[src/rtl/dtimer_pkg.sv]
package dtimer_pkg;
    localparam int REG_RELOAD = 0;
    localparam int REG_CTRL   = 1;
    localparam int REG_COUNT  = 2;

    localparam int BIT_RUN  = 0;
    localparam int BIT_AUTO = 1;
    localparam int BIT_LOAD = 2;
    localparam int BIT_CHAIN = 3;

    typedef struct packed {
        logic chain;
        logic auto_rl;
        logic run;
    } tmr_ctrl_t;
endpackage

[src/rtl/dtimer_core.sv]
module dtimer_core #(
    parameter int WIDTH = 32
) (
    input  logic             clk,
    input  logic             rst_n,
    input  logic             load_i,
    input  logic             run_i,
    input  logic             auto_i,
    input  logic             step_i,
    input  logic [WIDTH-1:0] reload_i,
    output logic [WIDTH-1:0] count_o,
    output logic             irq_o,
    output logic             expire_o
);
    localparam logic [WIDTH-1:0] ONE = WIDTH'(1);

    typedef struct packed {
        logic [WIDTH-1:0] count;
        logic             irq;
    } core_t;

    core_t state_d, state_q;
    logic  at_zero;

    always_comb begin
        state_d  = state_q;
        at_zero  = (state_q.count == '0);
        expire_o = run_i && step_i && at_zero;
        if (load_i) begin
            state_d.count = reload_i;
            state_d.irq   = 1'b0;
        end else if (run_i && step_i) begin
            if (at_zero) begin
                if (auto_i) begin
                    state_d.count = reload_i;
                    state_d.irq   = 1'b0;
                end
            end else begin
                state_d.count = state_q.count - ONE;
                if (state_q.count == ONE) begin
                    state_d.irq = 1'b1;
                end
            end
        end
    end

    always_ff @(posedge clk) begin
        if (!rst_n) begin
            state_q <= '0;
        end else begin
            state_q <= state_d;
        end
    end

    assign count_o = state_q.count;
    assign irq_o   = state_q.irq;

    AST_DECREMENT: assert property (@(posedge clk) disable iff (!rst_n)
        (!load_i && run_i && step_i && count_o != '0) |=> (count_o == $past(count_o) - ONE));
    AST_COUNT_HOLD: assert property (@(posedge clk) disable iff (!rst_n)
        (!load_i && !(run_i && step_i)) |=> $stable(count_o));
    AST_LOAD_COPY: assert property (@(posedge clk) disable iff (!rst_n)
        load_i |=> (count_o == $past(reload_i) && !irq_o));
    AST_IRQ_AT_ZERO: assert property (@(posedge clk) disable iff (!rst_n)
        $rose(irq_o) |-> (count_o == '0));
    AST_IRQ_HOLD: assert property (@(posedge clk) disable iff (!rst_n)
        (irq_o && !load_i && !(run_i && step_i && auto_i)) |=> irq_o);
endmodule

[src/rtl/dtimer_regs.sv]
module dtimer_regs
    import dtimer_pkg::*;
#(
    parameter int N     = 2,
    parameter int WIDTH = 32,
    parameter int IDX_W = 1,
    parameter int AW    = 3
) (
    input  logic                        clk,
    input  logic                        rst_n,
    input  logic                        bus_sel,
    input  logic                        bus_wr,
    input  logic [AW-1:0]               bus_addr,
    input  logic [WIDTH-1:0]            bus_wdata,
    input  logic [N-1:0][WIDTH-1:0]     count_i,
    output logic [WIDTH-1:0]            bus_rdata,
    output logic [N-1:0][WIDTH-1:0]     reload_o,
    output tmr_ctrl_t [N-1:0]           ctrl_o,
    output logic [N-1:0]                load_o
);
    typedef struct packed {
        logic [N-1:0][WIDTH-1:0] rl;
        tmr_ctrl_t [N-1:0]       ctl;
    } regs_t;

    regs_t       regs_d, regs_q;
    logic [IDX_W-1:0] idx;
    logic [1:0]  reg_sel;
    logic        in_range;
    logic        wr_en;

    assign idx      = bus_addr[AW-1:2];
    assign reg_sel  = bus_addr[1:0];
    assign in_range = (32'(idx) < N);
    assign wr_en    = bus_sel && bus_wr && in_range;

    always_comb begin
        regs_d = regs_q;
        load_o = '0;
        for (int k = 0; k < N; k++) begin
            if (wr_en && idx == IDX_W'(k)) begin
                if (reg_sel == 2'(REG_RELOAD)) begin
                    regs_d.rl[k] = bus_wdata;
                end
                if (reg_sel == 2'(REG_CTRL)) begin
                    regs_d.ctl[k].run     = bus_wdata[BIT_RUN];
                    regs_d.ctl[k].auto_rl = bus_wdata[BIT_AUTO];
                    regs_d.ctl[k].chain   = (k > 0) && bus_wdata[BIT_CHAIN];
                    load_o[k]             = bus_wdata[BIT_LOAD];
                end
            end
        end
    end

    always_ff @(posedge clk) begin
        if (!rst_n) begin
            regs_q <= '0;
        end else begin
            regs_q <= regs_d;
        end
    end

    always_comb begin
        bus_rdata = '0;
        if (in_range) begin
            case (reg_sel)
                2'(REG_RELOAD): bus_rdata = regs_q.rl[idx];
                2'(REG_CTRL):   bus_rdata = {{(WIDTH-4){1'b0}}, regs_q.ctl[idx].chain, 1'b0,
                                             regs_q.ctl[idx].auto_rl, regs_q.ctl[idx].run};
                2'(REG_COUNT):  bus_rdata = count_i[idx];
                default:        bus_rdata = '0;
            endcase
        end
    end

    assign reload_o = regs_q.rl;
    assign ctrl_o   = regs_q.ctl;

    AST_LOAD_ONEHOT: assert property (@(posedge clk) disable iff (!rst_n)
        $onehot0(load_o));
    AST_RELOAD_HOLD: assert property (@(posedge clk) disable iff (!rst_n)
        !(bus_sel && bus_wr) |=> $stable(reload_o));
    AST_CTRL_HOLD: assert property (@(posedge clk) disable iff (!rst_n)
        !(bus_sel && bus_wr) |=> $stable(ctrl_o));
endmodule

[src/rtl/dual_down_timer.sv]
module dual_down_timer
    import dtimer_pkg::*;
#(
    parameter int N_TIMERS = 2,
    parameter int WIDTH    = 32,
    localparam int IDX_W   = $clog2(N_TIMERS),
    localparam int AW      = IDX_W + 2
) (
    input  logic                clk,
    input  logic                rst_n,
    input  logic                tick_en,
    input  logic                bus_sel,
    input  logic                bus_wr,
    input  logic [AW-1:0]       bus_addr,
    input  logic [WIDTH-1:0]    bus_wdata,
    output logic [WIDTH-1:0]    bus_rdata,
    output logic [N_TIMERS-1:0] irq_o
);
    logic [N_TIMERS-1:0][WIDTH-1:0] count_w;
    logic [N_TIMERS-1:0][WIDTH-1:0] reload_w;
    tmr_ctrl_t [N_TIMERS-1:0]       ctrl_w;
    logic [N_TIMERS-1:0]            load_w;
    logic [N_TIMERS-1:0]            step_w;
    logic [N_TIMERS-1:0]            expire_w;

    dtimer_regs #(
        .N(N_TIMERS), .WIDTH(WIDTH), .IDX_W(IDX_W), .AW(AW)
    ) i_regs (
        .clk(clk), .rst_n(rst_n),
        .bus_sel(bus_sel), .bus_wr(bus_wr), .bus_addr(bus_addr), .bus_wdata(bus_wdata),
        .count_i(count_w), .bus_rdata(bus_rdata),
        .reload_o(reload_w), .ctrl_o(ctrl_w), .load_o(load_w)
    );

    for (genvar k = 0; k < N_TIMERS; k++) begin : g_tmr
        if (k == 0) begin : g_base
            assign step_w[k] = tick_en;
        end else begin : g_chained
            assign step_w[k] = ctrl_w[k].chain ? expire_w[k-1] : tick_en;

            AST_CHAIN_STEP: assert property (@(posedge clk) disable iff (!rst_n)
                (ctrl_w[k].chain && !load_w[k] && !expire_w[k-1]) |=> $stable(count_w[k]));
        end

        dtimer_core #(.WIDTH(WIDTH)) i_core (
            .clk(clk), .rst_n(rst_n),
            .load_i(load_w[k]), .run_i(ctrl_w[k].run), .auto_i(ctrl_w[k].auto_rl),
            .step_i(step_w[k]), .reload_i(reload_w[k]),
            .count_o(count_w[k]), .irq_o(irq_o[k]), .expire_o(expire_w[k])
        );
    end
endmodule

[config.mk]
export PLATFORM = sky130hd
export DESIGN_NAME = dual_down_timer
export DESIGN_NICKNAME = d
export VERILOG_FILES = /design/src/rtl/dtimer_pkg.sv /design/src/rtl/dtimer_core.sv /design/src/rtl/dtimer_regs.sv /design/src/rtl/dual_down_timer.sv
export SDC_FILE = /design/constraint.sdc
export NUM_CORES = 1
export LEC_CHECK = 0
export BUFFER_PORTS_ARGS = -buffer_cell sky130_fd_sc_hd__buf_2
export CAP_MARGIN = 20
export CELL_PAD_IN_SITES_DETAIL_PLACEMENT = 0
export CELL_PAD_IN_SITES_GLOBAL_PLACEMENT = 1
export CORE_MARGIN = 5
export CORE_UTILIZATION = 45
export DETAILED_ROUTE_END_ITERATION = 10
export GPL_TIMING_DRIVEN = 1
export PLACE_DENSITY_LB_ADDON = 0.3
export SLEW_MARGIN = 5
export SYNTH_ARGS = -nofsm -noshare
export SYNTH_HDL_FRONTEND = slang
export SYNTH_HIERARCHICAL = 1
export SYNTH_SLANG_ARGS = --single-unit
[constraint.sdc]
create_clock -name clk -period 5.16 [get_ports clk]
set_input_delay 0.516 -clock clk [delete_from_list [all_inputs] [get_ports clk]]
set_output_delay 0.516 -clock clk [all_outputs]
set_load 0.005 [all_outputs]
==> metrics, run 1 <==
Root Buffer=clkbuf_16; Max clock buf depth=2; Final Skew=0.00849 ns; setup bufs post-CTS=0; Vias=between 7000 and 8000; DR iter-0 viols=961; RSZ-0062 raised after global routing=false; Reg2Reg Setup Slack=1.45 ns; Pre-Repair DR Iteration Count=5; Worst EP required=between 5 and 6 ns; Core ar.=18000 um^2; syn nets=roughly 970; Die Span Y=between 100 and 150 um; highest-count cells in the layout ignoring fill and taps=nand2_1 (155), dfxtp_1 (135), mux2i_1 (81), buf_2 (72), nor2_1 (43); hold slack=0.363 ns; Worst-Skew Late Latency=approximately 0.43 ns; H-tree levels=4; DIE AREA=about 21000 um^2; total power=0.00237 W; CP max stage delay=approximately 0.60 ns; status=completed; Via density=6.42; crit share post-route=between 70% and 80%; critical path startpoint category=flip-flop; Slew HR=27.1%; synthesized area per cell=8.90 um^2; vias in the first global route=7236; Design Area, Final=roughly 9100 um^2; Worst R2R Path Depth=11; Leak=3.64 nW; synthesized instance count=slightly above 900; DRC viols=0; Setup Crit Path Kind=flip-flop to flip-flop; Hold Vio Cnt, Final=0; CP Cell Sequence=or4_1 -> nand2b_2 -> or4_1 -> nor2_1 -> mux2_4 -> nand2_1 -> nand2b_1 -> o31a_1 -> or2_0 -> o21ai_2 -> a221o_1; slowest cell on the critical path=or4_1; I/O pins=74; Peak VDD IR=roughly 230 uV; Clock transition at path regs=0.06 ns; Setup Viol. Count Final=0; post-CTS sizing=0; most common cell after layout, fill and taps aside=nand2_1; Logic pwr share=6.6%; sequential power share=between 40 and 50%; CTS tree=done; Max Freq=between 200 and 300 MHz; share of cells above drive strength 1=17.3%; total congestion overflow=0; initial antenna violation count=0; Die W=145 um; Area growth, synth to finish=10.9%; Crit Path Max Fanout=9; worst hold path cell count=3; Clock power frac=48.6%; Worst Path Arrival=between 4 and 5 ns; Worst Hold Class=primary input to flip-flop; drt total wl=between 20000 and 30000 um; P_sw=~0.0006 W; Final Critical Period=3.71 ns; CP most frequent cell=or4_1; Pins Over Slew Limit=0; clk sinks=135; RePlAce Congestion=roughly 0.92; Power Density=259 nW/um^2; IO buf count=73; fin nets=1009; YS warnings=6; largest net degree at the start of global routing=75; gr usage total=25.6%; global-route wire length before repair=between 40000 and 50000 um; internal power=0.00178 W; CP Capture Type=flip-flop; Cell Rows=between 40 and 50; starting density of the core=between 40 and 50%; Post-DRT Antenna Nets=0; Routed WL per cell=23.0 um; ANT cells=0; Net Sw Frac=between 20 and 25%; CTS Buf Count=17; DP HPWL=19900 um; Post-CTS Hold Fix Bufs=0; Setup Total Neg Slack=0 ns; slew of the pin with the lowest slew margin=between 1 and 1.5 ns; dpl cell area=~8600 um^2; synthesized area=8230 um^2; max_cap viols=0
final timing paths:
kind | start | end
min | bus_wdata[15] | i_regs/reload_o[47]$_SDFFE_PN0P_
max reg2reg | g_tmr[0].i_core/count_o[23]$_SDFFE_PN0P_ | g_tmr[1].i_core/count_o[13]$_SDFFE_PN0P_
min reg2reg | g_tmr[0].i_core/irq_o$_SDFFE_PP0P_ | g_tmr[0].i_core/irq_o$_SDFFE_PP0P_
max | g_tmr[0].i_core/count_o[23]$_SDFFE_PN0P_ | g_tmr[1].i_core/count_o[13]$_SDFFE_PN0P_
metrics by stage:
stage / setup slack (ns) / utilization (%) / std cells
after floorplan: 2.19 / - / 925
after global placement: 1.44 / 47.8 / 1173
after detailed placement: 1.35 / 47.8 / 1173
after CTS: 1.54 / 50.9 / 1205
after global routing: 1.25 / 50.9 / 1205
final: 1.45 / 50.9 / 1205
critical path: cells and delay by family, from the launching register on:
kind | cells | cell delay (ns)
compound gates | 3 | 0.68
flops | 1 | 0.38
mux | 1 | 0.19
simple gates | 7 | 2.34
sequential cells by signal (all words and copies together), names as in the netlist:
signal / flops
i_regs/reload_o: 64
g_tmr.i_core/count_o: 64
g_tmr.i_core/irq_o: 2
i_regs/ctrl_o: 5
routing by layer:
layer / share of wire (%) / GRT usage (%) / vias up
li1: - / - / 3544
met2: 44 / 37.8 / 400
met5: 0 / 0 / -
met3: 9.2 / 6.14 / 42
met1: 45 / 37.3 / 3746
met4: 1.5 / 7.04 / 0
power by group through the flow:
stage                     Clock, W  Sequential, W  Combinational [W]
after global routing       0.00122        0.00106           0.000170
after detailed placement         0        0.00108           0.000155
after global placement           0        0.00108           0.000155
after floorplan                  0        0.00108           0.000113
after CTS                  0.00116        0.00106           0.000156
final                      0.00115        0.00106           0.000157
cell type report:
type                    count  area, um^2
fillers                  1738        8830
multi-input cells         715        5120
flip-flops and latches    135        2700
clock buffers              20         447
repair buffers             81         428
well taps                 229         287
clock inverters            12         105
inverters                  13        48.8
(Power assumes the default switching activity.)
==> run 2: changes to the inputs <==
==> constraint.sdc (replaced) <==
create_clock -name clk -period 3.6 [get_ports clk]
set_input_delay 0.36 -clock clk [delete_from_list [all_inputs] [get_ports clk]]
set_output_delay 0.36 -clock clk [all_outputs]
set_load 0.005 [all_outputs]
==> metrics, run 2 (synthesis gave the netlist of run 1 again) <==
DRC viols=0; DIE AREA=roughly 21000 um^2; Worst EP required=about 3.9 ns; fin nets=1028; multi-input logic area=5120 um^2; hold slack=0.202 ns; Die Span Y=145 um; Area growth, synth to finish=14.3%; Setup Viol. Count Final=0; Worst-Skew Late Latency=between 0.4 and 0.5 ns; vias in the first global route=between 7000 and 8000; max_cap viols=0; clk sinks=135; FF+latch area=roughly 2700 um^2; total congestion overflow=0; Crit Path Max Fanout=9; gr usage total=between 20% and 30%; CP Cell Sequence=or4_1 -> nand2b_2 -> or4_1 -> nor2_1 -> mux2_4 -> nand2_1 -> nand2b_1 -> o31a_1 -> or2_0 -> buf_4 -> o21ai_2 -> a221o_1; Max Freq=298 MHz; largest net degree at the start of global routing=78; CP max stage delay=0.62 ns; Worst Path Arrival=3.67 ns; Clock transition at path regs=0.07 ns; initial antenna violation count=0; CP most frequent cell=or4_1; Cell Rows=49; H-tree levels=4; Layout fillers=~1700; final std cells w/o fill=1224; drt total wl=28100 um; crit share post-route=93.2%; CP Capture Type=flip-flop; Power Density=between 400 and 500 nW/um^2; Post-DRT Antenna Nets=0; CTS tree=done; global-route wire length before repair=43900 um; DR iter-0 viols=1030; IO buf count=73; slowest cell on the critical path=or4_1; most common cell after layout, fill and taps aside=nand2_1; final core occ=52.4%; DP HPWL=20400 um; Pre-Repair DR Iteration Count=5; status=completed; highest-count cells in the layout ignoring fill and taps=nand2_1 (155), dfxtp_1 (135), mux2i_1 (81), buf_2 (72), nor2_1 (43); share of cells above drive strength 1=19.1%; Placed Cells=1192; Max clock buf depth=2; slew of the pin with the lowest slew margin=about 0.89 ns; Core ar.=18000 um^2; Final Critical Period=3.36 ns; starting density of the core=~46%; Post-CTS Hold Fix Bufs=0; Setup Total Neg Slack=0 ns; ANT cells=0; Via density=6.24; Peak VDD IR=320 uV; Die W=145 um; Worst Hold Class=primary input to flip-flop; Final Skew=between 0.01 and 0.015 ns; Pins Over Slew Limit=0; CTS Buf Count=17; critical path startpoint category=flip-flop; post-CTS sizing=0; RSZ-0062 raised after global routing=false; Routed WL per cell=~23 um; setup bufs post-CTS=0; I/O pins=74; Hold Vio Cnt, Final=0; Slew HR=40.5%; Vias=7642; Leak=3.80 nW; Root Buffer=clkbuf_16; RePlAce Congestion=0.943; Setup Crit Path Kind=flip-flop to flip-flop
## run 2: cell count changes in the layout (fill, tap and decap cells not counted), sizes merged
cell / before / now
clkinv: 6 / 7
bufinv: 1 / 6
inv: 13 / 14
clkinvlp: 5 / 1
buf: 81 / 100
clkbuf: 20 / 17
## run 2: critical path, delay by kind of cell, from the launching register on
family / cells / cell delay [ns]
buffers and inverters: 1 / 0.17
AND/OR/NAND/NOR: 7 / 1.93
AO/OA/AOI/OAI: 3 / 0.61
flip-flops: 1 / 0.36
multiplexers: 1 / 0.18
## run 2: stage by stage
stage	setup slack (ns)	cell area, um^2	power (W)
after floorplan	0.633	8230	0.00171
after global placement	0.354	8740	0.00179
after detailed placement	0.305	8740	0.00179
after CTS	0.291	9410	0.00380
after global routing	0.0752	9410	0.00389
final	0.245	9410	0.00378
## run 2: layer usage
layer	share of wire [%]	track usage [%]	wire, um
met5	0	0	0
met4	1.5	6.11	422
met3	7.9	4.93	2230
met2	45	40.5	12700
met1	45	37.9	12700
## run 2: power breakdown
group | internal (W) | switching (W) | total [W]
Combinational | 0.0000886 | 0.000149 | 0.000238
Clock | 0.00130 | 0.000719 | 0.00202
Sequential | 0.00150 | 0.0000151 | 0.00152
Total | 0.00290 | 0.000883 | 0.00378
## run 2: final timing paths
check | slack (ns) | startpoint | cells after the start | end
setup / recovery | 0.24 | g_tmr[0].i_core/count_o[23]$_SDFFE_PN0P_ | 12 | g_tmr[1].i_core/count_o[17]$_SDFFE_PN0P_
hold reg to reg | 0.47 | g_tmr[0].i_core/irq_o$_SDFFE_PP0P_ | 1 | g_tmr[0].i_core/irq_o$_SDFFE_PP0P_
setup reg to reg | 0.24 | g_tmr[0].i_core/count_o[23]$_SDFFE_PN0P_ | 12 | g_tmr[1].i_core/count_o[17]$_SDFFE_PN0P_
hold / removal | 0.20 | bus_wdata[13] | 3 | i_regs/reload_o[45]$_SDFFE_PN0P_
## run 2: area by class of cell
| type | instances | area share, % |
|---|---|---|
| multi-input combinational | 715 | 54.4 |
| sequential | 135 | 28.7 |
| timing repair buffer | 100 | 6.19 |
| clock buffer | 17 | 4.52 |
| tap | 229 | 3.04 |
| clock inverter | 15 | 2.66 |
| inverter | 13 | 0.518 |
